--- config.mk ---
export PLATFORM = sky130hd
export DESIGN_NAME = bus_err_classifier
export DESIGN_NICKNAME = d
export VERILOG_FILES = /design/src/rtl/bec_pkg.sv /design/src/rtl/bec_kind_decode.sv /design/src/rtl/bec_attrib.sv /design/src/rtl/bec_capture.sv /design/src/rtl/bus_err_classifier.sv
export SDC_FILE = /design/constraint.sdc
export NUM_CORES = 1
export LEC_CHECK = 0
export BUFFER_PORTS_ARGS = -buffer_cell sky130_fd_sc_hd__buf_4
export CAP_MARGIN = 20
export CORE_UTILIZATION = 35
export CTS_CLUSTER_DIAMETER = 150
export DETAILED_ROUTE_END_ITERATION = 10
export PLACE_DENSITY = 0.68
export SLEW_MARGIN = 30
export SYNTH_ARGS = -nofsm -noshare
export SYNTH_HDL_FRONTEND = slang
export SYNTH_HIERARCHICAL = 1
export SYNTH_SLANG_ARGS = --single-unit
export TNS_END_PERCENT = 10
--- constraint.sdc ---
create_clock -name clk -period 8.5 [get_ports clk]
set_clock_uncertainty 0.2 [all_clocks]
set_input_delay 1.7 -clock clk [delete_from_list [all_inputs] [get_ports clk]]
set_output_delay 1.7 -clock clk [all_outputs]
set_load 0.01 [all_outputs]
--- src/rtl/bec_pkg.sv ---
package bec_pkg;
   typedef enum logic [2:0] {
      KIND_FETCH      = 3'd0,
      KIND_LD_UNSCHED = 3'd1,
      KIND_LD_SCHED   = 3'd2,
      KIND_WR_DIRECT  = 3'd3,
      KIND_WR_POSTED  = 3'd4
   } xact_kind_e;

   localparam int CAUSE_W = 5;
   localparam logic [CAUSE_W-1:0] CODE_IBUS = 5'd6;
   localparam logic [CAUSE_W-1:0] CODE_DBUS = 5'd7;
endpackage

--- src/rtl/bec_kind_decode.sv ---
module bec_kind_decode
   import bec_pkg::*;
(
   input  logic [2:0] kind,
   output logic       is_async,
   output logic       is_fetch
);
   always_comb begin
      is_fetch = (kind == KIND_FETCH);
      is_async = (kind == KIND_LD_SCHED) || (kind == KIND_WR_POSTED);
   end
endmodule

--- src/rtl/bec_attrib.sv ---
module bec_attrib #(
   parameter int N_STAGES = 5,
   parameter int X2_STAGE = 3,
   parameter int IDX_W    = 3
) (
   input  logic [N_STAGES-1:0] stg_valid,
   input  logic                is_async,
   input  logic                is_fetch,
   output logic [IDX_W-1:0]    attr_idx,
   output logic                use_dbus
);
   logic [IDX_W-1:0] oldest_idx;

   always_comb begin
      oldest_idx = '0;
      for (int i = 0; i < N_STAGES; i++) begin
         if (stg_valid[i]) oldest_idx = IDX_W'(i);
      end
   end

   always_comb begin
      if (!is_async) begin
         attr_idx = is_fetch ? '0 : IDX_W'(X2_STAGE);
         use_dbus = !is_fetch;
      end else if (stg_valid[X2_STAGE]) begin
         attr_idx = IDX_W'(X2_STAGE);
         use_dbus = 1'b1;
      end else begin
         attr_idx = oldest_idx;
         use_dbus = 1'b0;
      end
   end
endmodule

--- src/rtl/bec_capture.sv ---
module bec_capture
   import bec_pkg::*;
#(
   parameter int N_STAGES   = 5,
   parameter int XLEN       = 32,
   parameter int IDX_W      = 3,
   parameter int INSN_BYTES = 4
) (
   input  logic                     clk,
   input  logic                     rst_n,
   input  logic                     berr_strobe,
   input  logic                     vec_restart,
   input  logic [IDX_W-1:0]         attr_idx,
   input  logic                     use_dbus,
   input  logic [N_STAGES*XLEN-1:0] stg_pc,
   input  logic [N_STAGES-1:0]      stg_slot,
   output logic                     exc_req,
   output logic [N_STAGES-1:0]      flush,
   output logic [CAUSE_W-1:0]       cause,
   output logic                     bd,
   output logic [XLEN-1:0]          epc,
   output logic                     busy
);
   logic                take;
   logic [XLEN-1:0]     sel_pc;
   logic                sel_slot;
   logic [N_STAGES-1:0] flush_d;

   assign take = berr_strobe && !busy;

   always_comb begin
      sel_pc   = '0;
      sel_slot = 1'b0;
      for (int i = 0; i < N_STAGES; i++) begin
         if (attr_idx == IDX_W'(i)) begin
            sel_pc   = stg_pc[i*XLEN +: XLEN];
            sel_slot = stg_slot[i];
         end
      end
   end

   for (genvar g = 0; g < N_STAGES; g++) begin : g_flush
      assign flush_d[g] = (IDX_W'(g) <= attr_idx);
   end

   always_ff @(posedge clk) begin
      if (!rst_n) begin
         exc_req <= 1'b0;
         flush   <= '0;
         cause   <= '0;
         bd      <= 1'b0;
         epc     <= '0;
         busy    <= 1'b0;
      end else begin
         exc_req <= take;
         flush   <= take ? flush_d : '0;
         if (take) begin
            busy  <= 1'b1;
            cause <= use_dbus ? CODE_DBUS : CODE_IBUS;
            bd    <= sel_slot;
            epc   <= sel_slot ? sel_pc - XLEN'(INSN_BYTES) : sel_pc;
         end else if (vec_restart) begin
            busy  <= 1'b0;
         end
      end
   end
endmodule

--- src/rtl/bus_err_classifier.sv ---
module bus_err_classifier
   import bec_pkg::*;
#(
   parameter int N_STAGES   = 5,
   parameter int X2_STAGE   = 3,
   parameter int XLEN       = 32,
   parameter int INSN_BYTES = 4
) (
   input  logic                     clk,
   input  logic                     rst_n,
   input  logic [N_STAGES-1:0]      stg_valid,
   input  logic [N_STAGES*XLEN-1:0] stg_pc,
   input  logic [N_STAGES-1:0]      stg_slot,
   input  logic                     berr_strobe,
   input  logic [2:0]               berr_kind,
   input  logic                     vec_restart,
   output logic                     exc_req,
   output logic [N_STAGES-1:0]      flush,
   output logic [CAUSE_W-1:0]       cause,
   output logic                     bd,
   output logic [XLEN-1:0]          epc
);
   localparam int IDX_W = (N_STAGES > 1) ? $clog2(N_STAGES) : 1;

   if (X2_STAGE >= N_STAGES || X2_STAGE < 1) begin : g_bad_x2
      $error("X2_STAGE must lie inside the pipeline and after fetch");
   end
   if (INSN_BYTES < 1 || XLEN < 8) begin : g_bad_width
      $error("INSN_BYTES and XLEN out of range");
   end

   logic             is_async;
   logic             is_fetch;
   logic [IDX_W-1:0] attr_idx;
   logic             use_dbus;
   logic             busy;

   bec_kind_decode u_dec (
      .kind     (berr_kind),
      .is_async (is_async),
      .is_fetch (is_fetch)
   );

   bec_attrib #(.N_STAGES(N_STAGES), .X2_STAGE(X2_STAGE), .IDX_W(IDX_W)) u_attr (
      .stg_valid (stg_valid),
      .is_async  (is_async),
      .is_fetch  (is_fetch),
      .attr_idx  (attr_idx),
      .use_dbus  (use_dbus)
   );

   bec_capture #(.N_STAGES(N_STAGES), .XLEN(XLEN), .IDX_W(IDX_W),
                 .INSN_BYTES(INSN_BYTES)) u_cap (
      .clk         (clk),
      .rst_n       (rst_n),
      .berr_strobe (berr_strobe),
      .vec_restart (vec_restart),
      .attr_idx    (attr_idx),
      .use_dbus    (use_dbus),
      .stg_pc      (stg_pc),
      .stg_slot    (stg_slot),
      .exc_req     (exc_req),
      .flush       (flush),
      .cause       (cause),
      .bd          (bd),
      .epc         (epc),
      .busy        (busy)
   );
endmodule

==> run_results.csv <==
group,metric,value,unit
timing,setup_viol,0,
global_routing,antenna_found_initial,0,
route,route.detailed.drc,0,
timing,slew_viol_final,0,
power,p_leak,2.56,nW
logic_synthesis,syn_area,3710,um^2
floorplan,start_util,36.0,%
logic_synthesis,synth_area_leader_cell,"dfxtp_1",
global_routing,grtUsageMet2,46.5,%
route,viasPerCell,5.59,
logic_synthesis,synth_area_leaders,"dfxtp_1 (23%), mux2i_1 (11%), nor2_1 (4.0%)",
floorplan,ios,221,
clock_network,path_clk_slew,0.08,ns
layout,fill_cells,1027,
route,ant_nets,0,
logic_synthesis,synthArstFlopShare,0,%
clock_network,clock_latency,0.29,ns
timing,hold_viol,0,
clock_network,cts.hold.buffers_added,0,
clock_network,postCtsSetupBuffers,0,
logic_synthesis,synth_cell_types,73,
global_routing,use_met3,4.99,%
power,p_per_area,125,nW/um^2
clock_network,cts-root-buf,"clkbuf_8",
floorplan,core_area,10300,um^2
route,vias,4334,
global_routing,grt_busiest_layer,"met2",
timing,fin_crit_sh,68.4,%
floorplan,die_w,105,um
clock_network,ctsLongestPathBuffers,2,
status,status,"complete, no violations",
timing,tightest_slew,0.831,ns
layout,multi_input_area,2650,um^2
clock_network,cts_tree,"yes",
route,drtIter0Drc,168,
layout,fin_nets,816,
worst_setup_path,rrSetupSlack,5.46,ns
logic_synthesis,yosys.area.top_type_share,22.6,%
timing,rsz0062_at_grt,"false",
floorplan,rows,37,
global_routing,grt_pass1_wl,22000,um
route,routed_wl,13600,um
global_routing,grt_overflow,0,
layout,n_antenna_cell,0,
power,ir_worst_vdd,0.0754,mV
timing,max_freq,172,MHz
min_path,hold_path_class,"flip-flop to flip-flop",
global_routing,track_usage,24.6,%
global_routing,use_met1,27.9,%
clock_network,htreeDepth,2,
placed_design,gp_congestion,0.823,
timing,layout_min_cycle_time,5.82,ns
timing,fin_setup_tns,0,ns
layout,drive_above_1_share,43.5,%
layout,syn2layout_area_growth,47.0,%
floorplan,dieArea,11000,um^2
worst_setup_path,worstPathRequired,8.49,ns
logic_synthesis,synth_seq_cells,42,
route,dr.pass1.iters,4,
clock_network,cts_resized,0,
worst_setup_path,crit_type,"primary input to flip-flop",
logic_synthesis,avgSynthCellArea,8.25,um^2
logic_synthesis,synth_cells,450,
worst_setup_path,crit_path_start_kind,"primary input",
worst_setup_path,worst_setup_path_end_kind,"flip-flop",
logic_synthesis,yosysSeqAreaShare,22.6,%
worst_setup_path,worstPathArrival,5.81,ns
layout,design_area,5460,um^2
layout,regArea,841,um^2
clock_network,clock_sinks,42,
clock_network,cts_buffers,5,
global_routing,grt_max_degree,46,
floorplan,die_height,105,um
logic_synthesis,synth_edf_count,0,
global_routing,grt_pass1_vias,4503,
timing,slew_headroom,44.2,%
flow_run,cap_violations,0,
logic_synthesis,ys_warn_count,6,
placed_design,placement.io_buffers,217,
placed_design,placed_area,5340,um^2
logic_synthesis,ys.flop_type,"dfxtp_1",
route,wl_per_cell,17.6,um
placed_design,hpwl,10500,um
worst_setup_path,worst-path-max-fanout,45,
-- flip-flops by register name (all words and copies together), names as in the netlist --
| signal | count |
|---|---|
| u_cap/busy | 1 |
| u_cap/bd | 1 |
| u_cap/cause | 2 |
| u_cap/flush | 5 |
| u_cap/epc | 32 |
| u_cap/exc_req | 1 |
-- layout make-up --
| cell class | count | area share [%] |
|---|---|---|
| multi-input combinational | 361 | 48.5 |
| timing repair buffer | 222 | 30.5 |
| sequential | 42 | 15.4 |
| tap | 136 | 3.12 |
| clock buffer | 6 | 1.33 |
| clock inverter | 2 | 0.688 |
| inverter | 6 | 0.413 |
-- Yosys cell counts (5+ instances only) --
cell type,count
mux2i_1,41
inv_1,6
buf_2,10
a21oi_1,13
nor3_1,8
and2_1,7
mux2_2,10
and3_1,8
a211o_1,6
o22ai_1,12
nand4_1,9
o211ai_1,5
buf_6,7
clkbuf_1,17
a21boi_0,5
nor2b_1,8
nand3_1,28
dfxtp_1,42
a21oi_2,5
nand2b_1,5
a21o_1,5
buf_4,6
nor2_1,40
nand2_1,34
a311o_1,8
o21ai_0,13
-- where the power goes --
group          leakage [nW]  internal, W  switching [W]
logic                  2.16     0.000146       0.000150
clock network        0.0514    0.0000877      0.0000723
registers             0.346     0.000214     0.00000985
total                  2.56     0.000448       0.000232
-- logic make-up (layout without fill, tap and decap cells) --
| logic type | Yosys count | count (layout) | share of synthesized area [%] |
|---|---|---|---|
| simple gates | 180 | 180 | 27.0 |
| compound gates | 115 | 115 | 24.0 |
| mux | 57 | 57 | 17.3 |
| buf+inv | 48 | 236 | 7.21 |
| flops | 42 | 42 | 22.6 |
| xor+xnor | 6 | 6 | 1.42 |
| fa+ha+maj | 1 | 1 | 0.337 |
| other cells | 1 | 2 | 0.101 |
-- cells in the final DEF, fill, tap and decap left out, types with 3 or more instances in the layout --
| cell type | Yosys | routed |
|---|---|---|
| a21o_1 | 5 | 5 |
| a211o_1 | 6 | 6 |
| nor2b_1 | 8 | 7 |
| a21boi_0 | 5 | 5 |
| a22oi_1 | 4 | 4 |
| xnor2_1 | 3 | 3 |
| nand2b_1 | 5 | 5 |
| nor4_1 | 3 | 3 |
| nand3b_1 | 4 | 4 |
| mux2i_1 | 41 | 41 |
| nor3b_1 | 3 | 3 |
| nand3_1 | 28 | 28 |
| nor3_1 | 8 | 8 |
| dfxtp_1 | 42 | 42 |
| clkbuf_8 | 0 | 5 |
| nand4_1 | 9 | 9 |
| a32oi_1 | 4 | 4 |
| a21oi_1 | 13 | 13 |
| a21oi_2 | 5 | 4 |
| mux2_2 | 10 | 10 |
| nor2_1 | 40 | 40 |
| o211ai_1 | 5 | 5 |
| o22ai_1 | 12 | 12 |
| and2_1 | 7 | 6 |
| buf_4 | 6 | 222 |
| o21ai_0 | 13 | 13 |
| o311ai_1 | 4 | 4 |
| inv_1 | 6 | 6 |
| xor2_1 | 3 | 3 |
| nand2_1 | 34 | 33 |
| and3_1 | 8 | 8 |
| or2_2 | 3 | 3 |
| a311o_1 | 8 | 8 |
| o221a_2 | 4 | 4 |
| a221o_1 | 4 | 4 |
| mux4_2 | 4 | 4 |
-- per-stage QoR --
stage | worst slack, ns | util, % | hold WS, ns | cells | power (W)
after floorplan | 3.66 | - | 0.278 | 451 | 0.000396
after global placement | 2.19 | 51.7 | 0.250 | 767 | 0.000517
after detailed placement | 1.96 | 51.7 | 0.249 | 767 | 0.000523
after CTS | 2.28 | 52.8 | 0.263 | 775 | 0.000682
after global routing | 2.36 | 52.9 | 0.281 | 775 | 0.000718
final | 2.68 | 52.9 | 0.259 | 775 | 0.000680
-- routing by layer --
| metal | part of all wire [%] | wire length, um |
|---|---|---|
| met2 | 53 | 7230 |
| met1 | 40 | 5420 |
| met3 | 5.5 | 746 |
| met4 | 1.7 | 231 |
| met5 | 0 | 0 |
-- critical path: stages --
cell and delay, ns:
buf_4 0.12, xnor2_1 0.12, nor2_1 0.15, and2b_1 0.29
and2_4 0.59, nand2b_1 0.74, o22ai_1 0.17, a21oi_2 0.33
nand2_1 0.25, nor4_4 0.82, nand3_2 0.21, o311ai_1 0.32
-- path summary, 6_finish.rpt --
path,from,end,cells after the start
max,berr_kind[2],u_cap/epc[25],12
min,u_cap/epc[18],u_cap/epc[18],2
max reg2reg,u_cap/busy,u_cap/epc[27],7
min reg2reg,u_cap/epc[18],u_cap/epc[18],2
No activity file was read; power rests on OpenSTA's default activity.
